==> src/rtl/utlb_pkg.sv <==
package utlb_pkg;
  localparam int PERM_W = 6;
  typedef enum logic {RF_IDLE, RF_WAIT} rf_state_t;
endpackage

==> src/rtl/utlb_match.sv <==
module utlb_match #(
  parameter int N      = 8,
  parameter int VPN_W  = 19,
  parameter int ASID_W = 8,
  localparam int IDX_W = (N > 1) ? $clog2(N) : 1
) (
  input  logic [N-1:0]      ent_v,
  input  logic [N-1:0]      ent_g,
  input  logic [VPN_W-1:0]  ent_vpn  [N],
  input  logic [ASID_W-1:0] ent_asid [N],
  input  logic [VPN_W-1:0]  key_vpn,
  input  logic [ASID_W-1:0] key_asid,
  output logic              any_hit,
  output logic [IDX_W-1:0]  hit_idx
);
  logic [N-1:0] hit_vec;

  for (genvar k = 0; k < N; k++) begin : g_cmp
    assign hit_vec[k] = ent_v[k] && (ent_vpn[k] == key_vpn) &&
                        (ent_g[k] || (ent_asid[k] == key_asid));
  end

  assign any_hit = |hit_vec;

  // lowest matching slot wins when several match
  always_comb begin
    hit_idx = '0;
    for (int k = N - 1; k >= 0; k--) begin
      if (hit_vec[k]) hit_idx = IDX_W'(k);
    end
  end
endmodule

==> src/rtl/utlb_victim.sv <==
module utlb_victim #(
  parameter int N      = 8,
  localparam int IDX_W = (N > 1) ? $clog2(N) : 1
) (
  input  logic             clk,
  input  logic             rst_n,
  input  logic             adv,
  output logic [IDX_W-1:0] ptr
);
  if (N == 1) begin : g_single
    assign ptr = '0;
  end else begin : g_ring
    logic [IDX_W-1:0] ptr_q;
    always_ff @(posedge clk or negedge rst_n) begin
      if (!rst_n)        ptr_q <= '0;
      else if (adv) begin
        if (ptr_q == IDX_W'(N - 1)) ptr_q <= '0;
        else                        ptr_q <= ptr_q + 1'b1;
      end
    end
    assign ptr = ptr_q;
  end
endmodule

==> src/rtl/utlb_unit.sv <==
module utlb_unit
  import utlb_pkg::*;
#(
  parameter int N      = 8,
  parameter int VPN_W  = 19,
  parameter int ASID_W = 8,
  parameter int PPN_W  = 19,
  localparam int IDX_W = (N > 1) ? $clog2(N) : 1
) (
  input  logic              clk,
  input  logic              rst_n,
  input  logic              clr,
  input  logic              lk_valid,
  input  logic [VPN_W-1:0]  lk_vpn,
  input  logic [ASID_W-1:0] lk_asid,
  output logic              lk_hit,
  output logic              lk_stall,
  output logic [PPN_W-1:0]  lk_ppn,
  output logic [PERM_W-1:0] lk_perm,
  output logic              req_valid,
  input  logic              req_ready,
  output logic [VPN_W-1:0]  req_vpn,
  output logic [ASID_W-1:0] req_asid,
  input  logic              rsp_valid,
  input  logic [PPN_W-1:0]  rsp_ppn,
  input  logic [PERM_W-1:0] rsp_perm,
  input  logic              rsp_global
);
  logic [N-1:0]      ent_v;
  logic [N-1:0]      ent_g;
  logic [VPN_W-1:0]  ent_vpn  [N];
  logic [ASID_W-1:0] ent_asid [N];
  logic [PPN_W-1:0]  ent_ppn  [N];
  logic [PERM_W-1:0] ent_perm [N];

  logic              any_hit;
  logic [IDX_W-1:0]  hit_idx;
  logic [IDX_W-1:0]  vic_ptr;
  logic              install;
  rf_state_t         fsm_q;
  logic [VPN_W-1:0]  key_vpn_q;
  logic [ASID_W-1:0] key_asid_q;

  utlb_match #(.N(N), .VPN_W(VPN_W), .ASID_W(ASID_W)) u_match (
    .ent_v(ent_v), .ent_g(ent_g), .ent_vpn(ent_vpn), .ent_asid(ent_asid),
    .key_vpn(lk_vpn), .key_asid(lk_asid),
    .any_hit(any_hit), .hit_idx(hit_idx)
  );

  utlb_victim #(.N(N)) u_victim (
    .clk(clk), .rst_n(rst_n), .adv(install), .ptr(vic_ptr)
  );

  assign lk_hit    = lk_valid && any_hit;
  assign lk_stall  = lk_valid && !any_hit;
  assign lk_ppn    = ent_ppn[hit_idx];
  assign lk_perm   = ent_perm[hit_idx];
  assign req_valid = (fsm_q == RF_IDLE) && lk_valid && !any_hit;
  assign req_vpn   = lk_vpn;
  assign req_asid  = lk_asid;
  assign install   = (fsm_q == RF_WAIT) && rsp_valid;

  always_ff @(posedge clk or negedge rst_n) begin
    if (!rst_n) begin
      fsm_q      <= RF_IDLE;
      key_vpn_q  <= '0;
      key_asid_q <= '0;
    end else begin
      case (fsm_q)
        RF_IDLE: if (req_valid && req_ready) begin
          fsm_q      <= RF_WAIT;
          key_vpn_q  <= lk_vpn;
          key_asid_q <= lk_asid;
        end
        RF_WAIT: if (rsp_valid) fsm_q <= RF_IDLE;
        default: fsm_q <= RF_IDLE;
      endcase
    end
  end

  // valid bits: a clear overrides a same-cycle install
  always_ff @(posedge clk or negedge rst_n) begin
    if (!rst_n)       ent_v <= '0;
    else if (clr)     ent_v <= '0;
    else if (install) ent_v[vic_ptr] <= 1'b1;
  end

  always_ff @(posedge clk) begin
    if (install) begin
      ent_vpn[vic_ptr]  <= key_vpn_q;
      ent_asid[vic_ptr] <= key_asid_q;
      ent_ppn[vic_ptr]  <= rsp_ppn;
      ent_perm[vic_ptr] <= rsp_perm;
      ent_g[vic_ptr]    <= rsp_global;
    end
  end

  AST_CLEAR_EMPTIES: assert property (@(posedge clk) disable iff (!rst_n)
    clr |=> (ent_v == '0));
  AST_SQUASHED_INSTALL: assert property (@(posedge clk) disable iff (!rst_n)
    (install && clr) |=> !lk_hit);
  AST_INSTALL_HITS: assert property (@(posedge clk) disable iff (!rst_n)
    (install && !clr) |=> (!(lk_valid && $stable(lk_vpn) && $stable(lk_asid)) || lk_hit));
  AST_HIT_SURVIVES: assert property (@(posedge clk) disable iff (!rst_n)
    (lk_hit && !clr && !install) |=> (!(lk_valid && $stable(lk_vpn) && $stable(lk_asid)) || lk_hit));
  AST_REQ_HELD: assert property (@(posedge clk) disable iff (!rst_n)
    (req_valid && !req_ready) |=> (!(lk_valid && $stable(lk_vpn) && $stable(lk_asid)) || req_valid));
endmodule

==> src/rtl/utlb_pair.sv <==
module utlb_pair
  import utlb_pkg::*;
#(
  parameter int D_ENTRIES = 8,
  parameter int I_ENTRIES = 4,
  parameter int VPN_W     = 19,
  parameter int ASID_W    = 8,
  parameter int PPN_W     = 19
) (
  input  logic              clk,
  input  logic              rst_n,
  input  logic              jtlb_wr,
  input  logic              jtlb_wr_keep,
  input  logic              utlb_inv,
  input  logic              d_lk_valid,
  input  logic [VPN_W-1:0]  d_lk_vpn,
  input  logic [ASID_W-1:0] d_lk_asid,
  output logic              d_lk_hit,
  output logic              d_lk_stall,
  output logic [PPN_W-1:0]  d_lk_ppn,
  output logic [PERM_W-1:0] d_lk_perm,
  output logic              d_req_valid,
  input  logic              d_req_ready,
  output logic [VPN_W-1:0]  d_req_vpn,
  output logic [ASID_W-1:0] d_req_asid,
  input  logic              d_rsp_valid,
  input  logic [PPN_W-1:0]  d_rsp_ppn,
  input  logic [PERM_W-1:0] d_rsp_perm,
  input  logic              d_rsp_global,
  input  logic              i_lk_valid,
  input  logic [VPN_W-1:0]  i_lk_vpn,
  input  logic [ASID_W-1:0] i_lk_asid,
  output logic              i_lk_hit,
  output logic              i_lk_stall,
  output logic [PPN_W-1:0]  i_lk_ppn,
  output logic [PERM_W-1:0] i_lk_perm,
  output logic              i_req_valid,
  input  logic              i_req_ready,
  output logic [VPN_W-1:0]  i_req_vpn,
  output logic [ASID_W-1:0] i_req_asid,
  input  logic              i_rsp_valid,
  input  logic [PPN_W-1:0]  i_rsp_ppn,
  input  logic [PERM_W-1:0] i_rsp_perm,
  input  logic              i_rsp_global
);
  logic clr_all;

  // a write made with the keep flag leaves both caches alone
  assign clr_all = (jtlb_wr && !jtlb_wr_keep) || utlb_inv;

  utlb_unit #(.N(D_ENTRIES), .VPN_W(VPN_W), .ASID_W(ASID_W), .PPN_W(PPN_W)) u_data (
    .clk(clk), .rst_n(rst_n), .clr(clr_all),
    .lk_valid(d_lk_valid), .lk_vpn(d_lk_vpn), .lk_asid(d_lk_asid),
    .lk_hit(d_lk_hit), .lk_stall(d_lk_stall), .lk_ppn(d_lk_ppn), .lk_perm(d_lk_perm),
    .req_valid(d_req_valid), .req_ready(d_req_ready), .req_vpn(d_req_vpn), .req_asid(d_req_asid),
    .rsp_valid(d_rsp_valid), .rsp_ppn(d_rsp_ppn), .rsp_perm(d_rsp_perm), .rsp_global(d_rsp_global)
  );

  utlb_unit #(.N(I_ENTRIES), .VPN_W(VPN_W), .ASID_W(ASID_W), .PPN_W(PPN_W)) u_inst (
    .clk(clk), .rst_n(rst_n), .clr(clr_all),
    .lk_valid(i_lk_valid), .lk_vpn(i_lk_vpn), .lk_asid(i_lk_asid),
    .lk_hit(i_lk_hit), .lk_stall(i_lk_stall), .lk_ppn(i_lk_ppn), .lk_perm(i_lk_perm),
    .req_valid(i_req_valid), .req_ready(i_req_ready), .req_vpn(i_req_vpn), .req_asid(i_req_asid),
    .rsp_valid(i_rsp_valid), .rsp_ppn(i_rsp_ppn), .rsp_perm(i_rsp_perm), .rsp_global(i_rsp_global)
  );

  AST_INV_EMPTIES_BOTH: assert property (@(posedge clk) disable iff (!rst_n)
    utlb_inv |=> (!d_lk_hit && !i_lk_hit));
  AST_RESET_QUIET: assert property (@(posedge clk) disable iff (!rst_n)
    $rose(rst_n) |-> (!d_lk_hit && !i_lk_hit));
endmodule

==> config.mk <==
export PLATFORM = sky130hd
export DESIGN_NAME = utlb_pair
export DESIGN_NICKNAME = d
export VERILOG_FILES = /design/src/rtl/utlb_pkg.sv /design/src/rtl/utlb_match.sv /design/src/rtl/utlb_victim.sv /design/src/rtl/utlb_unit.sv /design/src/rtl/utlb_pair.sv
export SDC_FILE = /design/constraint.sdc
export NUM_CORES = 1
export LEC_CHECK = 0
export BUFFER_PORTS_ARGS = -buffer_cell sky130_fd_sc_hd__buf_2
export CORE_MARGIN = 4
export CORE_UTILIZATION = 50
export DETAILED_ROUTE_END_ITERATION = 10
export GPL_TIMING_DRIVEN = 0
export PLACE_DENSITY = 0.73
export SYNTH_ARGS = -nofsm -noshare
export SYNTH_HDL_FRONTEND = slang
export SYNTH_SLANG_ARGS = --single-unit
==> constraint.sdc <==
create_clock -name clk -period 19.2 [get_ports clk]
set_input_delay 1.92 -clock clk [delete_from_list [all_inputs] [get_ports clk]]
set_output_delay 1.92 -clock clk [all_outputs]
set_load 0.01 [all_outputs]
==> key figures <==
Outcome
  • Status: complete, no violations

Floorplan
  • Row count: 89
  • Die Y: 252 um
  • Initial Util: 50.4%
  • Area of the die: 63,400 um^2
  • Io pins: 227
  • DIE WIDTH: 252 um
  • Core area: 58,900 um^2

Finish
  • Share of cells above drive strength 1: 23.6%
  • Fillers: 4,407
  • Commonest non-fill, non-tap cell in the layout: edfxtp_1
  • Synth-to-layout area growth: 16.2%
  • Most frequent cells in the layout: edfxtp_1 (636), xor2_1 (247), buf_2 (205)
  • Layout net count: 2,370

Global routing
  • Initial antenna violation count: 2
  • GRT Resource Usage Total: 21.2%
  • Largest net degree at the start of global routing: 55
  • GRT overflow: 0
  • First-pass GRT wire length: 103,000 um
  • Via count of the first global-routing pass: 17,300

Setup path
  • Critical path capture point type: output port
  • Crit path from: d_lk_vpn[6]
  • CP Buf/Inv Count: 4
  • R2r startpoint: u_data.ent_vpn[120]
  • CP max FO: 10
  • Critical Path, Cell by Cell: buf_2 > xor2_1 > nor4_1 > nand3_1 > nor4_1 > or2_1 > buf_4 > nor3b_1 > clkbuf_1 > a222oi_1 > a21oi_1 > nor3_1 > buf_2
  • Crit Path Category: primary input to output port
  • Slowest-stage cell, CP: nor4_1
  • Max stage delay on crit path: 0.84 ns
  • Critical Path RT: 17.28 ns
  • CP Launch Type: primary input
  • Critical Path AT: 6.03 ns
  • Top delay family on crit path: simple AND/OR/NAND/NOR gates

CTS
  • Clk_lat worst skew: 0.61 ns
  • Cts bufs inserted: 73
  • Clock Tree Buf Depth: 3
  • Post-cts sizing count: 0
  • CTS sink count: 709
  • CTS Hold Bufs: 0
  • H-tree levels: 3
  • TritonCTS clock tree: done
  • Root buffer cell: clkbuf_16
  • Post-CTS setup buffer count: 0
  • Clk slew on worst S/H paths: 0.06 ns

STA
  • Rel. slew slack: 22.4%
  • Tcrit/Tclk final: 41.4%
  • Min cycle time layout: 7.95 ns
  • Slew Limit Fails: 0
  • Setup TNS: 0 ns
  • RSZ-0062 raised after global routing: no
  • Highest Clock Rate: 0.126 GHz
  • Final Hold Viols: 0
  • Worst slew pin tran: 1.16 ns
  • # setup viols final: 0
  • Clock skew: 0.0231 ns

Route
  • DRC viols: 0
  • Drt wl/cell: 22.3 um
  • DRT iter0 DRCs: 1,740
  • Routed wire length: 68,600 um
  • 1st-pass router iterations: 8
  • Via-per-instance ratio: 5.52
  • Via count: 17,000
  • Routed Antenna Nets: 0

Place
  • Placer Congestion: 0.878
  • DPL Wire Length: 46,300 um
  • Port Buffers: 172

Min path
  • Worst Hold Class: register to register
  • Hold path startpoint: u_inst.ent_v[2]

Synth
  • Synth Cell Area: 29,700 um^2
  • Post-synthesis cell type count: 46
  • Syn_nets: 2,088
  • #FFs+latches synth: 709
  • Synth warnings: 0
  • Asr flop ratio synth: 10.3%
  • Mapped Cells: 1,965
  • Synth Flop Type: edfxtp_1
  • Number of enable flip-flop cells after synthesis: 636
  • Syn Area/Cell: 15.1 um^2
  • Sequential share of the synthesized area: 70.4%

Pwr
  • Tot Pwr: 3.64 mW
  • Pwr Density: 105 nW/um^2
  • Worst vdd ir: 78.8 uV
  • Leakage: 12.8 nW

Run
  • Max_cap viols: 0
-- path summary, 6_finish.rpt --
check	endpoint	slack, ns	cells past startpoint
max	d_lk_perm[5]	11.25	13
min	u_inst.ent_v[2]	0.50	1
max reg2reg	u_data.key_vpn_q[17]	15.36	11
min reg2reg	u_inst.ent_v[2]	0.50	1
max in group asynchronous	u_inst.key_asid_q[6]	17.28	2
min in group asynchronous	u_data.u_victim.ptr[2]	1.25	1
-- layout make-up --
cell class,count,area [um^2],area share (%)
tap,773,967,2.80
sequential,709,20900,60.6
multi-input combinational,942,7340,21.3
clock inverter,41,470,1.36
clock buffer,93,1990,5.78
buffer,156,917,2.66
inverter,158,593,1.72
timing repair buffer,207,1310,3.79
antenna,1,2.50,0.00725
-- cell usage after synthesis (all sizes together), types with 5 or more instances --
| master | n | area [um^2] |
|---|---|---|
| a21oi | 67 | 343 |
| a222oi | 50 | 500 |
| buf | 111 | 748 |
| clkbuf | 45 | 169 |
| dfrtp | 73 | 1830 |
| edfxtp | 636 | 19100 |
| ha | 6 | 75.1 |
| inv | 158 | 593 |
| mux2 | 106 | 1230 |
| mux2i | 25 | 250 |
| nand2 | 10 | 37.5 |
| nand3 | 21 | 105 |
| nand4 | 31 | 194 |
| nand4b | 7 | 61.3 |
| nor2 | 94 | 355 |
| nor3 | 57 | 285 |
| nor4 | 92 | 609 |
| nor4b | 7 | 67.6 |
| o21a | 12 | 90.1 |
| or4 | 5 | 37.5 |
| xnor2 | 77 | 674 |
| xor2 | 247 | 2160 |
-- worst register-to-register path: cells and delay by family, from the launching register on --
kind	cells	cell delay [ns]
simple gates	6	2.24
buf+inv	3	0.53
flops	1	0.38
mux	1	0.34
xor+xnor	1	0.22
-- power by group --
group	internal [mW]	switching, mW	total (mW)
clock network	0.861	0.584	1.45
logic	0.112	0.168	0.280
registers	1.83	0.0842	1.91
total	2.80	0.837	3.64
-- logic make-up after synthesis --
kind of cell	share of synthesized area [%]
AO/OA/AOI/OAI	3.43
XOR/XNOR	9.55
adder cells (fa/ha/maj)	0.253
buffers and inverters	5.08
flip-flops	70.4
multiplexers	4.99
AND/OR/NAND/NOR	6.25
-- routing by layer --
| metal | up-vias | global-route usage, % | part of all wire, % | wire (um) |
|---|---|---|---|---|
| met4 | 2 | 6.50 | 2.7 | 1850 |
| met3 | 125 | 4.39 | 7.4 | 5110 |
| met2 | 713 | 35.3 | 49 | 33400 |
| met5 | - | 0 | 0.019 | 13 |
| met1 | 8462 | 28.4 | 41 | 28300 |
| li1 | 7689 | - | - | - |
-- flip-flops by register name (all words and copies together) (netlist names), 24 cells and up --
| register | cells |
|---|---|
| u_data.ent_asid | 64 |
| u_inst.ent_vpn | 76 |
| u_inst.ent_asid | 32 |
| u_data.ent_ppn | 152 |
| u_inst.ent_perm | 24 |
| u_data.ent_perm | 48 |
| u_data.ent_vpn | 152 |
| u_inst.ent_ppn | 76 |
-- per-stage QoR --
stage / instance area (um^2) / worst slack (ns) / cells / hold WS, ns / util (%)
5_1_grt: 34500 / 10.94 / 3080 / 0.512 / 58.6
2_1_floorplan: 29700 / 11.41 / 1965 / 0.464 / -
3_5_place_dp: 32000 / 11.33 / 2945 / 0.484 / 54.4
4_1_cts: 34500 / 11.32 / 3079 / 0.500 / 58.6
6_report: 34500 / 11.25 / 3080 / 0.496 / 58.6
3_3_place_gp: 31500 / 6.92 / 2910 / 0.477 / 53.5
Note: power is estimated with default switching activity, not from simulation.
